[config.mk]
export PLATFORM = sky130hd
export DESIGN_NAME = rtc_alarm_unit
export DESIGN_NICKNAME = d
export VERILOG_FILES = /design/src/rtl/rtc_pkg.sv /design/src/rtl/rtc_tick_sync.sv /design/src/rtl/rtc_counter.sv /design/src/rtl/rtc_status.sv /design/src/rtl/rtc_alarm_unit.sv
export SDC_FILE = /design/constraint.sdc
export NUM_CORES = 1
export LEC_CHECK = 0
export BUFFER_PORTS_ARGS = -buffer_cell sky130_fd_sc_hd__buf_4
export CAP_MARGIN = 20
export CORE_ASPECT_RATIO = 1.2
export CORE_UTILIZATION = 35
export CTS_BUF_LIST = sky130_fd_sc_hd__clkbuf_4
export CTS_CLUSTER_DIAMETER = 100
export DETAILED_ROUTE_END_ITERATION = 7
export GPL_ROUTABILITY_DRIVEN = 0
export SYNTH_ARGS = -nofsm -noshare
export SYNTH_HDL_FRONTEND = slang
export SYNTH_HIERARCHICAL = 1
export SYNTH_SLANG_ARGS = --single-unit
export TNS_END_PERCENT = 100
[constraint.sdc]
create_clock -name clk -period 8.27 [get_ports clk]
set_input_delay 0.827 -clock clk [delete_from_list [all_inputs] [get_ports clk]]
set_output_delay 0.827 -clock clk [all_outputs]
set_load 0.005 [all_outputs]
[src/rtl/rtc_pkg.sv]
// Package: shared register selectors and status bit positions for the RTC
// alarm unit. Assumes a two-bit register select on the processor port.
package rtc_pkg;
    typedef enum logic [1:0] {
        REG_COUNT  = 2'd0,
        REG_ALARM  = 2'd1,
        REG_STATUS = 2'd2,
        REG_SPARE  = 2'd3
    } rtc_reg_e;

    localparam int ST_AL    = 0;   // alarm flag
    localparam int ST_HZ    = 1;   // 1-Hz flag
    localparam int ST_ALE   = 2;   // alarm enable
    localparam int ST_HZE   = 3;   // 1-Hz enable
    localparam int ST_BITS  = 4;   // implemented status bits
    localparam int FLAG_N   = 2;   // number of event flags
endpackage

[src/rtl/rtc_tick_sync.sv]
// Module: rtc_tick_sync
// Samples the slow tick input through SYNC_STAGES flops and emits a
// one-cycle pulse on each rising edge of the synchronized level.
// Assumes tick_in is low during reset and far slower than clk.
module rtc_tick_sync #(
    parameter int SYNC_STAGES = 2
) (
    input  logic clk,
    input  logic rst_n,
    input  logic tick_in,
    output logic tick_pulse
);
    localparam int SH_W = SYNC_STAGES + 1;

    logic [SH_W-1:0] sh_q;

    // Shift the raw input through the synchronizer and one history flop.
    always_ff @(posedge clk) begin
        if (!rst_n) sh_q <= '0;
        else        sh_q <= {sh_q[SH_W-2:0], tick_in};
    end

    // Rising edge: synchronized level high, previous level low.
    always_comb tick_pulse = sh_q[SYNC_STAGES-1] & ~sh_q[SYNC_STAGES];
endmodule

[src/rtl/rtc_counter.sv]
// Module: rtc_counter
// Seconds counter. A processor write takes priority over a tick increment.
// Exposes the value the counter will hold after this edge for the compare.
module rtc_counter #(
    parameter int CNT_W = 32
) (
    input  logic             clk,
    input  logic             rst_n,
    input  logic             tick,
    input  logic             wr,
    input  logic [CNT_W-1:0] wdata,
    output logic [CNT_W-1:0] cnt_q,
    output logic [CNT_W-1:0] cnt_next
);
    localparam logic [CNT_W-1:0] ONE = CNT_W'(1);

    // Choose the next count: write, increment (wrapping) or hold.
    always_comb begin
        if (wr)        cnt_next = wdata;
        else if (tick) cnt_next = cnt_q + ONE;
        else           cnt_next = cnt_q;
    end

    // Register the count.
    always_ff @(posedge clk) begin
        if (!rst_n) cnt_q <= '0;
        else        cnt_q <= cnt_next;
    end
endmodule

[src/rtl/rtc_status.sv]
// Module: rtc_status
// Sticky event flags with write-one-to-clear, their enables, the alarm
// compare and the interrupt requests. A set event beats a clear in the
// same cycle. The compare uses the enable value held before this cycle.
module rtc_status #(
    parameter int CNT_W = 32
) (
    input  logic                        clk,
    input  logic                        rst_n,
    input  logic                        tick,
    input  logic [CNT_W-1:0]            cnt_next,
    input  logic [CNT_W-1:0]            alarm_q,
    input  logic                        wr,
    input  logic [rtc_pkg::ST_BITS-1:0] wdata,
    output logic [rtc_pkg::FLAG_N-1:0]  flag_q,
    output logic [rtc_pkg::FLAG_N-1:0]  en_q,
    output logic [rtc_pkg::FLAG_N-1:0]  irq
);
    import rtc_pkg::*;

    logic                match;
    logic [FLAG_N-1:0]   set_vec;
    logic [FLAG_N-1:0]   clr_vec;

    // Alarm match is evaluated only on a tick and only with the enable on.
    always_comb match = tick & en_q[ST_AL] & (cnt_next == alarm_q);

    // Collect set and clear requests per flag.
    always_comb begin
        set_vec[ST_AL] = match;
        set_vec[ST_HZ] = tick;
        clr_vec        = {FLAG_N{wr}} & wdata[FLAG_N-1:0];
    end

    for (genvar i = 0; i < FLAG_N; i++) begin : g_flag
        // Sticky flag: set wins, then write-one-to-clear.
        always_ff @(posedge clk) begin
            if (!rst_n)          flag_q[i] <= 1'b0;
            else if (set_vec[i]) flag_q[i] <= 1'b1;
            else if (clr_vec[i]) flag_q[i] <= 1'b0;
        end

        // Level request from flag and its enable.
        always_comb irq[i] = flag_q[i] & en_q[i];
    end

    // Enable bits load directly from ordinary status writes.
    always_ff @(posedge clk) begin
        if (!rst_n)  en_q <= '0;
        else if (wr) en_q <= wdata[ST_HZE:ST_ALE];
    end
endmodule

[src/rtl/rtc_alarm_unit.sv]
// Module: rtc_alarm_unit (top)
// RTC seconds counter, alarm register and status/control word behind a
// single-cycle write, combinational read port. Assumes tick_in is a slow
// level, low during reset; it is synchronized here.
module rtc_alarm_unit #(
    parameter int DATA_W      = 32,
    parameter int ADDR_W      = 2,
    parameter int SYNC_STAGES = 2
) (
    input  logic              clk,
    input  logic              rst_n,
    input  logic              tick_in,
    input  logic              wr_en,
    input  logic [ADDR_W-1:0] addr,
    input  logic [DATA_W-1:0] wdata,
    output logic [DATA_W-1:0] rdata,
    output logic              alarm_irq,
    output logic              hz_irq
);
    import rtc_pkg::*;

    logic                tick_pulse;
    logic                wr_cnt, wr_alarm, wr_status;
    logic [DATA_W-1:0]   cnt_q, cnt_next, alarm_q;
    logic [FLAG_N-1:0]   flag_q, en_q, irq;
    logic                al_flag, hz_flag, al_en;

    // Decode the write strobe per register.
    always_comb begin
        wr_cnt    = wr_en && (addr == ADDR_W'(REG_COUNT));
        wr_alarm  = wr_en && (addr == ADDR_W'(REG_ALARM));
        wr_status = wr_en && (addr == ADDR_W'(REG_STATUS));
    end

    rtc_tick_sync #(.SYNC_STAGES(SYNC_STAGES)) u_sync (
        .clk(clk), .rst_n(rst_n), .tick_in(tick_in), .tick_pulse(tick_pulse)
    );

    rtc_counter #(.CNT_W(DATA_W)) u_cnt (
        .clk(clk), .rst_n(rst_n), .tick(tick_pulse), .wr(wr_cnt),
        .wdata(wdata), .cnt_q(cnt_q), .cnt_next(cnt_next)
    );

    // Alarm compare register, reset to 0 for determinism.
    always_ff @(posedge clk) begin
        if (!rst_n)        alarm_q <= '0;
        else if (wr_alarm) alarm_q <= wdata;
    end

    rtc_status #(.CNT_W(DATA_W)) u_status (
        .clk(clk), .rst_n(rst_n), .tick(tick_pulse), .cnt_next(cnt_next),
        .alarm_q(alarm_q), .wr(wr_status), .wdata(wdata[ST_BITS-1:0]),
        .flag_q(flag_q), .en_q(en_q), .irq(irq)
    );

    // Name the status fields and route the requests out.
    always_comb begin
        al_flag   = flag_q[ST_AL];
        hz_flag   = flag_q[ST_HZ];
        al_en     = en_q[ST_AL];
        alarm_irq = irq[ST_AL];
        hz_irq    = irq[ST_HZ];
    end

    // Read mux; reserved status bits and the spare address read 0.
    always_comb begin
        rdata = '0;
        case (addr)
            ADDR_W'(REG_COUNT):  rdata = cnt_q;
            ADDR_W'(REG_ALARM):  rdata = alarm_q;
            ADDR_W'(REG_STATUS): rdata[ST_BITS-1:0] = {en_q, flag_q};
            default:             rdata = '0;
        endcase
    end
endmodule

Word level (Yosys, flattened, before mapping). Cells that the tools add are included.

Bits in registers: 71. Logic and storage cells: 31.

Add/sub/neg operators: 1. Equality and inequality tests: 3. Multiplexer cells: 8. Bitwise logic cells: 7. Reduce and logical (&&, ||, !) cells: 6.

Operators with widths (count): two-way mux 32 bit (2); case mux 28 bit (2 select lines) (1); adder 32 x 1 -> 32 bit, second input constant (1); == test 32 bit (1); case mux 4 bit (3 select lines) (1); AND 1 bit (5); two-way mux 1 bit (4); nonzero test 2 bit (2); logical AND 1 bit (3); AND 2 bit (1); == test 2 x 1 -> 1 bit, second input constant (1); == test 2 bit, second input constant (1); zero test 2 bit (1); NOT 1 bit (1).

Longest topological paths before layout.
Depth in word-level cells: 7. Gate-level depth with buffers: 14. Gate-level depth less buffers: 10.

By module. Netlist, hierarchy kept.

Modules (own cells, without submodules): rtc_counter (instances 1, cells an instance 282, area each 2145.8 um2); rtc_alarm_unit (instances 1, cells an instance 215, area each 1810.5 um2); rtc_status (instances 1, cells an instance 60, area each 505.5 um2); rtc_tick_sync (instances 1, cells an instance 7, area each 92.6 um2).

Worst setup path after synthesis. Ideal clock, no wire load.

Path type: in2reg. Start point: input addr[0]. End point: register u_status/flag_q[0] (netlist name). Arrival: 3160 ps. Required time: 8211 ps. Slack: 5051 ps. Cell stages on the path: 13. Buffers on the path: 5. Cells stage by stage: buf_4 -> buf_2 -> nor3b_1 -> clkbuf_1 -> buf_1 -> clkbuf_1 -> a211oi_1 -> nor3_1 -> xnor2_1 -> nand4_1 -> nor4_1 -> nand3_1 -> nand2_1.

Cells in the longest elaborated chain, start to end: 6. Elaborated cells between the ends (all ways): 10. Those cells by class: 2 x eq/ne; 2 x mux; 2 x bitwise; 4 x reduce/logical.

Ends and longest elaborated chain: start: declaration (RTL line rtc_alarm_unit.sv:14) `input logic [ADDR_W-1:0] addr,`; zero test 2 bit (*) (RTL line rtc_alarm_unit.sv:30) `wr_cnt = wr_en && (addr == ADDR_W'(REG_COUNT));`; logical AND 1 bit (*) (RTL line rtc_alarm_unit.sv:30); via wr_cnt (RTL line rtc_alarm_unit.sv:23) `logic wr_cnt, wr_alarm, wr_status;`; two-way mux 32 bit (*) (RTL line rtc_counter.sv:19) `if (wr) cnt_next = wdata;`; via cnt_next[16] (RTL line rtc_alarm_unit.sv:24) `logic [DATA_W-1:0] cnt_q, cnt_next, alarm_q;`; == test 32 bit (*) (RTL line rtc_status.sv:26) `always_comb match = tick & en_q[ST_AL] & (cnt_next == alarm_q);`; AND 1 bit (*) (RTL line rtc_status.sv:26); two-way mux 1 bit / nonzero test 2 bit (equally long branches); end signal: indexed assignment (RTL line rtc_status.sv:38) `if (!rst_n) flag_q[i] <= 1'b0;`; end signal: indexed assignment (RTL line rtc_status.sv:39) `else if (set_vec[i]) flag_q[i] <= 1'b1;`; end signal: indexed assignment (RTL line rtc_status.sv:40) `else if (clr_vec[i]) flag_q[i] <= 1'b0;`; end: declaration (RTL line rtc_status.sv:15) `output logic [rtc_pkg::FLAG_N-1:0] flag_q,`.

The timed path passes the listed nets; every way through them passes the cells marked *. A chain may end at the register's enable or synchronous reset.

Final worst setup path.
Start point: register u_cnt.cnt_q[0]. End point: register u_status/flag_q[0] (netlist name).

Cells in the longest elaborated chain, start to end: 6. Elaborated cells between the ends (all ways): 7. Those cells by class: 1 x add/sub; 1 x eq/ne; 3 x mux; 1 x bitwise; 1 x reduce/logical.

Ends and longest elaborated chain: start: declaration (RTL line rtc_counter.sv:12) `output logic [CNT_W-1:0] cnt_q,`; start signal: assignment (RTL line rtc_counter.sv:27) `else cnt_q <= cnt_next;`; adder 32 x 1 -> 32 bit (*) (RTL line rtc_counter.sv:20) `else if (tick) cnt_next = cnt_q + ONE;`; two-way mux 32 bit (*) (RTL line rtc_counter.sv:20); two-way mux 32 bit (*) (RTL line rtc_counter.sv:19); via cnt_next[30] (RTL line rtc_alarm_unit.sv:24); == test 32 bit (*) (RTL line rtc_status.sv:26); AND 1 bit (*) (RTL line rtc_status.sv:26); two-way mux 1 bit / nonzero test 2 bit (equally long branches).

Marks and branches as above.

==> impl_metrics.py <==
metrics = {
    "global_routing": {
        "grt_overflow": 0,
        "grt_max_degree": 79,
        "grt_pass1_vias": 4181,
        "antenna_found_initial": 1,
        "grtUsageTotal_pct": 19.6,
        "grt_pass1_wl_mm": 20.6,
    },
    "worst_setup_path": {
        "slowest_stage": "nor4_1",
        "path_cells": "ha_1 > nand4_4 > nor4_1 > a311oi_1 > nor3_1 > xnor2_1 > nand4_1 > nor4_1 > nand3_1 > nand2_1",
        "cp.arrival_ns": 3.67,
        "regToRegStartpoint": "u_cnt/cnt_q[0]$_SDFF_PN0_",
        "crit_type": "flop to flop",
        "cp-end-kind": "flop",
        "critPathRequiredTime_ns": 8.67,
        "crit_path_start_kind": "flop",
        "startpoint": "u_cnt/cnt_q[0]$_SDFF_PN0_",
        "cp_max_fo": 7,
        "cpMostUsedCell": "nor4_1",
        "slowest_delay_ns": 0.89,
    },
    "clock_network": {
        "clkTransAtPathRegs_ns": 0.13,
        "root_buffer": "clkbuf_4",
        "clockBufferDepth": 2,
        "cts_sinks": 71,
        "cts_resized": 0,
        "htree_levels": 3,
        "hold_buffers": 0,
        "cts_buffers": 9,
        "cts_tree": "built",
        "postCtsSetupRepairBufs": 0,
        "clk_latency_ns": 0.45,
    },
    "die": {
        "dieHeight_um": 127,
        "fp.dieArea_sq_um": 13500,
        "rows": 45,
        "dieWidth_um": 106,
        "initial_core_util_pct": 36.0,
        "fp.coreArea_sq_um": 12700,
        "io_pins": 72,
    },
    "hold_path": {
        "worstHoldPathType": "flop to flop",
        "hold_start": "u_sync/sh_q[0]$_SDFF_PN0_",
    },
    "sta": {
        "worstMarginPinSlew_ns": 1.03,
        "finalSetupViolations": 0,
        "maxSlewViolCount": 0,
        "fin_skew_ns": 0.0209,
        "fin_crit_sh_pct": 39.6,
        "rsz0062_at_grt": "false",
        "tns_ns": 0,
        "hold_viol_final": 0,
        "max_freq_mhz": 305,
        "fin_crit_ns": 3.28,
        "slew_headroom_pct": 31.5,
    },
    "yosys": {
        "ys_types": 54,
        "synth_nets": 603,
        "yosysWarnings": 6,
        "yosys.area.top_type_share_pct": 31.2,
        "yosys-top-cells-area": "dfxtp_1 (31%), mux2i_1 (15%), xnor2_1 (8.1%)",
        "yosysMostFrequentCell": "nand2_1",
        "avgSynthCellArea_sq_um": 8.08,
        "ys_ff_latch": 71,
        "syn_inst": 564,
        "synth_edf_count": 0,
        "seq_area_frac_synth_pct": 31.2,
        "synth_area_leader_cell": "dfxtp_1",
        "synth_ff_type": "dfxtp_1",
        "synth.top_cells.by_count": "nand2_1 (95), dfxtp_1 (71), mux2i_1 (69), nor2_1 (55), xnor2_1 (42)",
        "async_flop_share_pct": 0,
        "syn-cell-area_sq_um": 4550,
    },
    "finish": {
        "fin_cells": 783,
        "stdcell_area_sq_um": 5260,
        "final_util_pct": 41.5,
        "finish.net_count": 652,
        "area_delta_synth_final_pct": 15.5,
        "drive_above_1_share_pct": 16.5,
    },
    "run": {
        "maxCapViolations": 0,
    },
    "power": {
        "power.density_nw_per_um2": 140,
        "max-vdd-ir-drop_v": 0.0000569,
        "finalPower_uw": 738,
        "p_leak_nw": 1.95,
    },
    "route": {
        "vias": 4225,
        "drc": 0,
        "totalWireLength_mm": 12.8,
        "ant_nets": 0,
        "viasPerCell": 5.40,
        "drtPass1Iterations": 4,
        "wl_per_cell_um": 16.3,
        "drt_iter0_drc": 238,
    },
    "status": {
        "outcome": "completed",
    },
    "place": {
        "placed_area_sq_um": 5130,
        "dp.cells": 766,
        "port_buffers": 71,
        "place_hpwl_mm": 9.16,
    },
}
[cells by family after synthesis]
kind of cell / count (synthesis) / synth area share, %
AND/OR/NAND/NOR: 264 / 29.2
AO/OA/AOI/OAI: 69 / 10.4
buffers and inverters: 43 / 4.72
multiplexers: 69 / 15.2
XOR/XNOR: 47 / 9.04
adder cells (fa/ha/maj): 1 / 0.275
flip-flops: 71 / 31.2
[worst paths after layout]
check | end | slack (ns) | cells past startpoint
worst min-delay path | u_sync/sh_q[1]$_SDFF_PN0_ | 0.45 | 1
worst min register to register | u_sync/sh_q[1]$_SDFF_PN0_ | 0.45 | 1
worst max-delay path | u_status/flag_q[0]$_SDFFE_PN0P_ | 4.99 | 10
worst max register to register | u_status/flag_q[0]$_SDFFE_PN0P_ | 4.99 | 10
[cells in the final DEF (no fill, tap or decap), types with 2 or more instances in the layout]
master and count:
a31oi_1 6, clkbuf_4 10, clkinv_2 2, nand4b_1 2
o21ai_0 7, a211oi_1 12, and3_1 2, xor2_1 5
a22oi_1 2, inv_1 6, or4_4 2, a311oi_1 6
nand3_1 11, mux2i_1 69, nor2b_1 12, nor4_1 15
and4_1 6, nand4_1 22, or3_1 3, buf_4 74
o2bb2ai_1 4, nand2_1 95, nor2_1 55, o31ai_1 3
clkinv_1 4, and2_1 11, nor3_1 14, xnor2_1 42
a21oi_1 20, dfxtp_1 71
[cell type report]
class	instances	area (sq um)
multi-input combinational	450	2920
sequential	71	1420
inverter	7	26.3
tap	164	205
antenna	1	2.50
fill	1310	7410
clock inverter	6	51.3
clock buffer	10	75.1
timing repair buffer	74	556
[state kept, by name (all words and copies together), names as in the netlist]
register	count
u_status/en_q	2
u_sync/sh_q	3
u_status/flag_q	2
u_cnt/cnt_q	32
alarm_q	32
[worst max-delay path, delay by kind of cell (launching register included)]
| family | cells | cell delay, ns |
|---|---|---|
| AOI/OAI and AO/OA | 1 | 0.24 |
| xor gates and xnor gates | 1 | 0.21 |
| adders and majority gates | 1 | 0.29 |
| DFF | 1 | 0.50 |
| and+or+nand+nor | 7 | 1.99 |
[routing by layer]
layer	vias up	wire length, um	GRT usage (%)
li1	2114	-	-
met2	109	6110	32.6
met5	-	0	0
met4	0	586	12.8
met1	1962	5500	23.3
met3	40	561	3.03
[through the flow]
stage	hold WS (ns)	setup slack, ns
final	0.450	4.99
after floorplan	0.412	5.05
after CTS	0.456	5.04
after global routing	0.483	4.76
after global placement	0.422	4.78
after detailed placement	0.427	4.73
[where the power goes]
group,switching (mW),internal (mW),total [mW],leakage [nW]
Sequential,0.0214,0.358,0.379,0.579
Clock,0.126,0.0917,0.217,0.0727
Combinational,0.0749,0.0662,0.141,1.30
No activity file was read; power rests on OpenSTA's default activity.
